[config.mk]
export PLATFORM = sky130hd
export DESIGN_NAME = spi_shift_engine
export DESIGN_NICKNAME = d
export VERILOG_FILES = /design/src/rtl/sse_pkg.sv /design/src/rtl/sse_fifo.sv /design/src/rtl/sse_edge_timer.sv /design/src/rtl/sse_shifter.sv /design/src/rtl/spi_shift_engine.sv
export SDC_FILE = /design/constraint.sdc
export NUM_CORES = 1
export LEC_CHECK = 0
export BUFFER_PORTS_ARGS = -buffer_cell sky130_fd_sc_hd__buf_4
export CORE_AREA = 3 3 311 313
export CTS_CLUSTER_DIAMETER = 50
export DETAILED_ROUTE_END_ITERATION = 16
export DIE_AREA = 0 0 314 316
export REMOVE_ABC_BUFFERS = 1
export SLEW_MARGIN = 25
export SYNTH_ARGS = -nofsm -noshare
export SYNTH_HDL_FRONTEND = slang
export SYNTH_SLANG_ARGS = --single-unit
[constraint.sdc]
create_clock -name clk -period 7.7 [get_ports clk]
set_input_delay 1.155 -clock clk [delete_from_list [all_inputs] [get_ports clk]]
set_output_delay 1.155 -clock clk [all_outputs]
set_load 0.02 [all_outputs]
[src/rtl/sse_pkg.sv]
`timescale 1ns/1ps
package sse_pkg;
  typedef enum logic [1:0] {ST_IDLE, ST_FETCH, ST_SHIFT} eng_state_t;
  localparam int ERR_W       = 6;
  localparam int ERR_OUT_OVR = 5;
  localparam int ERR_IN_UDR  = 4;
  localparam int ERR_OUT_UDR = 3;
  localparam int ERR_IN_OVR  = 2;
  localparam int ERR_CLK_OVR = 1;
  localparam int ERR_CLK_UDR = 0;
endpackage

[src/rtl/sse_fifo.sv]
`timescale 1ns/1ps
module sse_fifo #(
  parameter int W  = 32,
  parameter int AW = 3
) (
  input  logic         clk,
  input  logic         rst,
  input  logic         wr,
  input  logic [W-1:0] wdata,
  input  logic         rd,
  output logic [W-1:0] rdata,
  output logic         full,
  output logic         empty
);
  localparam int DEPTH = 1 << AW;
  localparam logic [AW:0] FULL_CNT = (AW+1)'(DEPTH);

  logic [W-1:0]  mem [DEPTH];
  logic [AW-1:0] wp, rp;
  logic [AW:0]   cnt;
  logic          do_wr, do_rd;

  assign full  = (cnt == FULL_CNT);
  assign empty = (cnt == '0);
  assign do_wr = wr && !full;
  assign do_rd = rd && !empty;

  // storage and read port kept free of reset for RAM inference
  always_ff @(posedge clk) begin
    if (do_wr) mem[wp] <= wdata;
  end

  always_ff @(posedge clk) begin
    if (do_rd) rdata <= mem[rp];
  end

  always_ff @(posedge clk) begin
    if (rst) begin
      wp  <= '0;
      rp  <= '0;
      cnt <= '0;
    end else begin
      if (do_wr) wp <= wp + 1'b1;
      if (do_rd) rp <= rp + 1'b1;
      if (do_wr && !do_rd)      cnt <= cnt + 1'b1;
      else if (do_rd && !do_wr) cnt <= cnt - 1'b1;
    end
  end
endmodule

[src/rtl/sse_edge_timer.sv]
`timescale 1ns/1ps
module sse_edge_timer #(
  parameter int DW = 8
) (
  input  logic          clk,
  input  logic          rst,
  input  logic          en,
  input  logic [DW-1:0] half,
  output logic          tick
);
  logic [DW-1:0] cnt, lim;

  assign lim  = (half == '0) ? {{(DW-1){1'b0}}, 1'b1} : half;
  assign tick = en && (cnt == lim - 1'b1);

  always_ff @(posedge clk) begin
    if (rst || !en || tick) cnt <= '0;
    else                    cnt <= cnt + 1'b1;
  end
endmodule

[src/rtl/sse_shifter.sv]
`timescale 1ns/1ps
module sse_shifter
  import sse_pkg::*;
#(
  parameter int DW   = 32,
  parameter int DIVW = 8,
  localparam int LW  = $clog2(DW)
) (
  input  logic            clk,
  input  logic            rst,
  input  logic            run,
  input  logic [LW-1:0]   cfg_bits_m1,
  input  logic            cfg_input_first,
  input  logic            cfg_loopback,
  input  logic            cfg_idle_high,
  input  logic [DIVW-1:0] cfg_half_div,
  input  logic            tx_empty,
  output logic            tx_pop,
  input  logic [DW-1:0]   tx_data,
  output logic            rx_push,
  output logic [DW-1:0]   rx_data,
  output logic            sclk,
  output logic            mosi,
  input  logic            miso,
  output logic            busy,
  output logic            ev_out_udr,
  output logic            ev_clk_ovr,
  output logic            ev_clk_udr
);
  localparam logic [LW-1:0] MIN_BM1 = LW'(3);

  eng_state_t      state;
  logic [DW-1:0]   sr, rx, rx_next;
  logic [LW:0]     edge_q, last_edge;
  logic [LW-1:0]   bm1_q, bm1_eff;
  logic            if_q, lb_q, sclk_q;
  logic [DIVW-1:0] div_q;
  logic            tick, leading, sample_now, launch_now, rx_bit, word_end, abort;

  sse_edge_timer #(.DW(DIVW)) u_timer (
    .clk  (clk),
    .rst  (rst),
    .en   (state == ST_SHIFT && run),
    .half (div_q),
    .tick (tick)
  );

  assign bm1_eff    = (cfg_bits_m1 < MIN_BM1) ? MIN_BM1 : cfg_bits_m1;
  assign last_edge  = {bm1_q, 1'b1};
  assign leading    = ~edge_q[0];
  assign sample_now = tick && (if_q ? leading : !leading);
  assign launch_now = tick && (if_q ? (!leading && edge_q != last_edge)
                                    : (leading && edge_q != '0));
  assign rx_bit     = lb_q ? sr[DW-1] : miso;
  assign rx_next    = sample_now ? {rx[DW-2:0], rx_bit} : rx;
  assign word_end   = (state == ST_SHIFT) && tick && (edge_q == last_edge);
  assign abort      = (state != ST_IDLE) && !run;

  assign tx_pop     = (state == ST_IDLE) && run && !tx_empty;
  assign rx_push    = word_end && run;
  assign rx_data    = rx_next;
  assign ev_out_udr = (state == ST_IDLE) && run && tx_empty;
  assign ev_clk_udr = abort;
  assign ev_clk_ovr = (state == ST_SHIFT) && run && (cfg_half_div != div_q);

  assign sclk = sclk_q;
  assign mosi = sr[DW-1];
  assign busy = (state != ST_IDLE);

  always_ff @(posedge clk) begin
    if (rst) begin
      state  <= ST_IDLE;
      sr     <= '0;
      rx     <= '0;
      edge_q <= '0;
      bm1_q  <= '0;
      if_q   <= 1'b0;
      lb_q   <= 1'b0;
      div_q  <= '0;
      sclk_q <= 1'b0;
    end else if (abort) begin
      state  <= ST_IDLE;
      sclk_q <= cfg_idle_high;
    end else begin
      case (state)
        ST_IDLE: begin
          sclk_q <= cfg_idle_high;
          if (tx_pop) begin
            state <= ST_FETCH;
            bm1_q <= bm1_eff;
            if_q  <= cfg_input_first;
            lb_q  <= cfg_loopback;
            div_q <= cfg_half_div;
          end
        end
        ST_FETCH: begin
          sr     <= tx_data;
          rx     <= '0;
          edge_q <= '0;
          state  <= ST_SHIFT;
        end
        ST_SHIFT: begin
          if (tick) begin
            sclk_q <= ~sclk_q;
            edge_q <= edge_q + 1'b1;
            rx     <= rx_next;
            if (launch_now) sr <= sr << 1;
            if (edge_q == last_edge) state <= ST_IDLE;
          end
        end
        default: state <= ST_IDLE;
      endcase
    end
  end
endmodule

[src/rtl/spi_shift_engine.sv]
`timescale 1ns/1ps
module spi_shift_engine
  import sse_pkg::*;
#(
  parameter int DATA_W  = 32,
  parameter int DIV_W   = 8,
  parameter int FIFO_AW = 3,
  localparam int LEN_W  = $clog2(DATA_W)
) (
  input  logic              clk,
  input  logic              rst,
  input  logic              run,
  input  logic [LEN_W-1:0]  cfg_bits_m1,
  input  logic              cfg_input_first,
  input  logic              cfg_loopback,
  input  logic              cfg_clk_idle_high,
  input  logic [DIV_W-1:0]  cfg_half_div,
  input  logic              out_wr,
  input  logic [DATA_W-1:0] out_wdata,
  input  logic              in_rd,
  output logic [DATA_W-1:0] in_rdata,
  input  logic [ERR_W-1:0]  err_clr,
  output logic [ERR_W-1:0]  err_flags,
  output logic [3:0]        status,
  output logic              sclk,
  output logic              mosi,
  input  logic              miso
);
  logic              out_full, out_empty, in_full, in_empty;
  logic              tx_pop, rx_push, eng_busy;
  logic [DATA_W-1:0] tx_data, rx_data;
  logic              ev_out_udr, ev_clk_ovr, ev_clk_udr;
  logic [ERR_W-1:0]  err_set, err_q;

  sse_fifo #(.W(DATA_W), .AW(FIFO_AW)) u_txq (
    .clk(clk), .rst(rst), .wr(out_wr), .wdata(out_wdata),
    .rd(tx_pop), .rdata(tx_data), .full(out_full), .empty(out_empty)
  );

  sse_fifo #(.W(DATA_W), .AW(FIFO_AW)) u_rxq (
    .clk(clk), .rst(rst), .wr(rx_push), .wdata(rx_data),
    .rd(in_rd), .rdata(in_rdata), .full(in_full), .empty(in_empty)
  );

  sse_shifter #(.DW(DATA_W), .DIVW(DIV_W)) u_eng (
    .clk(clk), .rst(rst), .run(run),
    .cfg_bits_m1(cfg_bits_m1), .cfg_input_first(cfg_input_first),
    .cfg_loopback(cfg_loopback), .cfg_idle_high(cfg_clk_idle_high),
    .cfg_half_div(cfg_half_div),
    .tx_empty(out_empty), .tx_pop(tx_pop), .tx_data(tx_data),
    .rx_push(rx_push), .rx_data(rx_data),
    .sclk(sclk), .mosi(mosi), .miso(miso), .busy(eng_busy),
    .ev_out_udr(ev_out_udr), .ev_clk_ovr(ev_clk_ovr), .ev_clk_udr(ev_clk_udr)
  );

  always_comb begin
    err_set              = '0;
    err_set[ERR_OUT_OVR] = out_wr && out_full;
    err_set[ERR_IN_UDR]  = in_rd && in_empty;
    err_set[ERR_OUT_UDR] = ev_out_udr;
    err_set[ERR_IN_OVR]  = rx_push && in_full;
    err_set[ERR_CLK_OVR] = ev_clk_ovr;
    err_set[ERR_CLK_UDR] = ev_clk_udr;
  end

  always_ff @(posedge clk) begin
    if (rst) err_q <= '0;
    else     err_q <= (err_q & ~err_clr) | err_set;
  end

  assign err_flags = err_q;
  assign status    = {in_full, out_full, !in_empty, !out_empty};
endmodule

==> metrics.yaml <==
die_h_um: 316
synth_top_family_by_area: "multiplexers"
core-area_mm2: 0.0946
antenna_found_initial: 1
synth-seq-cells: 698
drt_iter0_drc: 1092
max_freq_ghz: 0.231
ant_nets: 0
cts.sinks: 698
avgSynthCellArea_um2: 16.9
synth_area_leaders: "edfxtp_1 61%, mux4_2 10%, dfxtp_1 8.7%"
final_nets: 1856
power_mw: 10.6
drc: 0
dr.pass1.iters: 5
hold_viol_final: 0
yosys.area_share.simple_pct: 6.21
die_w_um: 314
synth_cell_types: 61
setup_violations: 0
fin_skew_ns: 0.0158
rows: 113
finalCriticalPeriod_ns: 4.33
synth_area_mm2: 0.0282
synth_ff_type: "edfxtp_1"
yosys-top-cells-count: "576 x edfxtp_1, 128 x mux4_2, 122 x dfxtp_1, 88 x mux2_2, 86 x nand2_1"
tightest_slew_ns: 1.02
via_per_inst: 4.86
cts_tree: "yes"
nFillCells: 8872
cts_buffers: 80
routed-via-count: 15093
grt_setup_unrepaired: "no"
cp_slowest_stage_delay_ns: 0.44
hp-class: "reg -> reg"
root_buffer: "clkbuf_16"
worstPathMaxFanout: 8
path_clk_slew_ns: 0.05
maxSlewHeadroom_pct: 32.1
yosysWarnings: 0
area_delta_synth_final_pct: 17.3
maxCapViolations: 0
slew_violations: 0
grt_max_degree: 97
synth_xor_area_share_pct: 1.21
htree_num_levels: 3
io_buffers: 103
wl_per_cell_um: 19.7
io-pin-count: 104
leakage_nw: 10.7
synth_cells: 1674
ctsHoldBuffers: 0
vdd_drop_max_mv: 0.199
stdcell_area_mm2: 0.0331
critPathKind: "reg -> reg"
dieArea_mm2: 0.0992
wl_um: 61300
startpoint_type: "register"
tns_ns: 0
cp.required_ns: 8.23
worstPathArrival_ns: 4.85
start_util_pct: 29.8
post-route-period-util_pct: 56.2
outcome: "finished, final reports clean"
clock_path_buffers: 3
overflow: 0
worstSetupEndpointType: "register"
crit_chain: "nor4_2 -> a21oi_1 -> ha_1 -> xnor2_1 -> a2111o_1 -> a211oi_1 -> nand4_1 -> nor3_1 -> ha_1 -> inv_1 -> ha_1 -> a21o_1 -> a21oi_1 -> xnor2_1 -> or3_1 -> a21oi_1"
yosysMostFrequentCell: "edfxtp_1"
slowest_stage: "nor4_2"
synth-compound-area-share_pct: 4.32
clock_latency_ns: 0.61
cellPowerDensity_mw_per_mm2: 319
async_flop_share_pct: 0
muxShareOfSynthArea_pct: 15.3
synth_top_area_share_pct: 61.3
finalWeightedCongestion: 0.812
grt_pass1_wl_um: 94800
synthAdderAreaFrac_pct: 0.940
finish.utilization_pct: 35.0
synth_top_area_cell: "edfxtp_1"
cts_resized: 0
post_cts_buffers: 0
first_global_vias: 15826
grtUsageTotal_pct: 12.4
place_area_mm2: 0.0304
synth_seq_area_share_pct: 70.0
synth_edf_count: 576
drive_gt1_share_pct: 27.3
dpl.hpwl_um: 33700
-- flip-flops by register name (all words and copies together), names as in the netlist, 4 cells and up --
register / count
u_eng.div_q: 8
u_eng.u_timer.cnt: 8
u_eng.bm1_q: 5
u_eng.rx: 32
u_txq.rdata: 32
u_txq.cnt: 4
u_eng.sr: 32
u_rxq.cnt: 4
u_eng.edge_q: 6
u_rxq.rdata: 32
err_flags: 6
u_txq.mem: 256
u_rxq.mem: 256
-- metrics by stage --
step / hold WS (ns) / instances / setup slack [ns]
after floorplan: 0.442 / 1555 / -3.14
final: 0.470 / 3108 / 3.37
after detailed placement: 0.468 / 2959 / 3.31
after global routing: 0.494 / 3107 / 3.05
after CTS: 0.476 / 3107 / 3.40
after global placement: 0.463 / 2959 / 3.35
-- worst max-delay path, delay by kind of cell, from the launching register on --
family                     cells  cell delay, ns
AOI/OAI and AO/OA              6            1.25
adders and majority gates      3            0.86
and+or+nand+nor                4            1.43
DFF                            1            0.39
buffers and inverters          1            0.09
xor gates and xnor gates       2            0.23
-- cell type report --
type	instances	area (um2)	share of cell area, %
repair buffers	139	1050	3.16
clock inverters	45	473	1.43
diodes	1	2.50	0.00756
multi-input cells	837	7990	24.1
inverters	20	75.1	0.227
flip-flops and latches	698	19700	59.7
clock buffers	103	2180	6.59
well taps	1265	1580	4.78
-- where the power goes --
part / total (mW) / internal [mW] / leakage (nW) / switching (mW)
logic: 2.10 / 0.941 / 3.09 / 1.15
registers: 4.70 / 4.48 / 6.30 / 0.223
clock network: 3.76 / 2.28 / 1.28 / 1.48
total: 10.6 / 7.70 / 10.7 / 2.86
-- cell usage in the layout, fill, tap and decap left out, drive strengths merged, types with 5 or more instances in the layout --
cell and n:
a21oi 35, a2bb2oi 31, a31oi 34, and3 6
buf 139, bufinv 8, clkbuf 103, clkinv 28
clkinvlp 5, dfxtp 122, edfxtp 576, ha 18
inv 24, mux2 96, mux2i 36, mux4 128
nand2 86, nand2b 9, nand3 73, nand4 33
nor2 47, nor2b 35, nor3 23, nor4 8
o21ai 10, o31ai 33, or3 8, xnor2 14
xor2 25
-- final timing paths --
check / start / to / slack, ns / depth (start not counted)
hold / removal: u_eng.bm1_q[2] / u_eng.bm1_q[2] / 0.47 / 2
hold reg to reg: u_eng.bm1_q[2] / u_eng.bm1_q[2] / 0.47 / 2
setup reg to reg: u_eng.div_q[3] / u_rxq.cnt[3] / 3.37 / 16
setup / recovery: u_eng.div_q[3] / u_rxq.cnt[3] / 3.37 / 16
-- logic make-up after synthesis --
logic type,after synthesis
AO/OA/AOI/OAI,173
XOR/XNOR,39
adder cells (fa/ha/maj),20
buffers and inverters,139
flip-flops,698
multiplexers,260
AND/OR/NAND/NOR,345
-- metal layers --
| layer | track usage (%) | share of wire [%] | vias to the layer above | wire [um] |
|---|---|---|---|---|
| li1 | - | - | 6856 | - |
| met1 | 15.6 | 42 | 7755 | 26000 |
| met2 | 21.3 | 50 | 378 | 30300 |
| met3 | 2.59 | 5.3 | 104 | 3260 |
| met4 | 4.21 | 2.8 | 0 | 1730 |
| met5 | 0 | 0 | - | 0 |
Note: power is estimated with default switching activity, not from simulation.
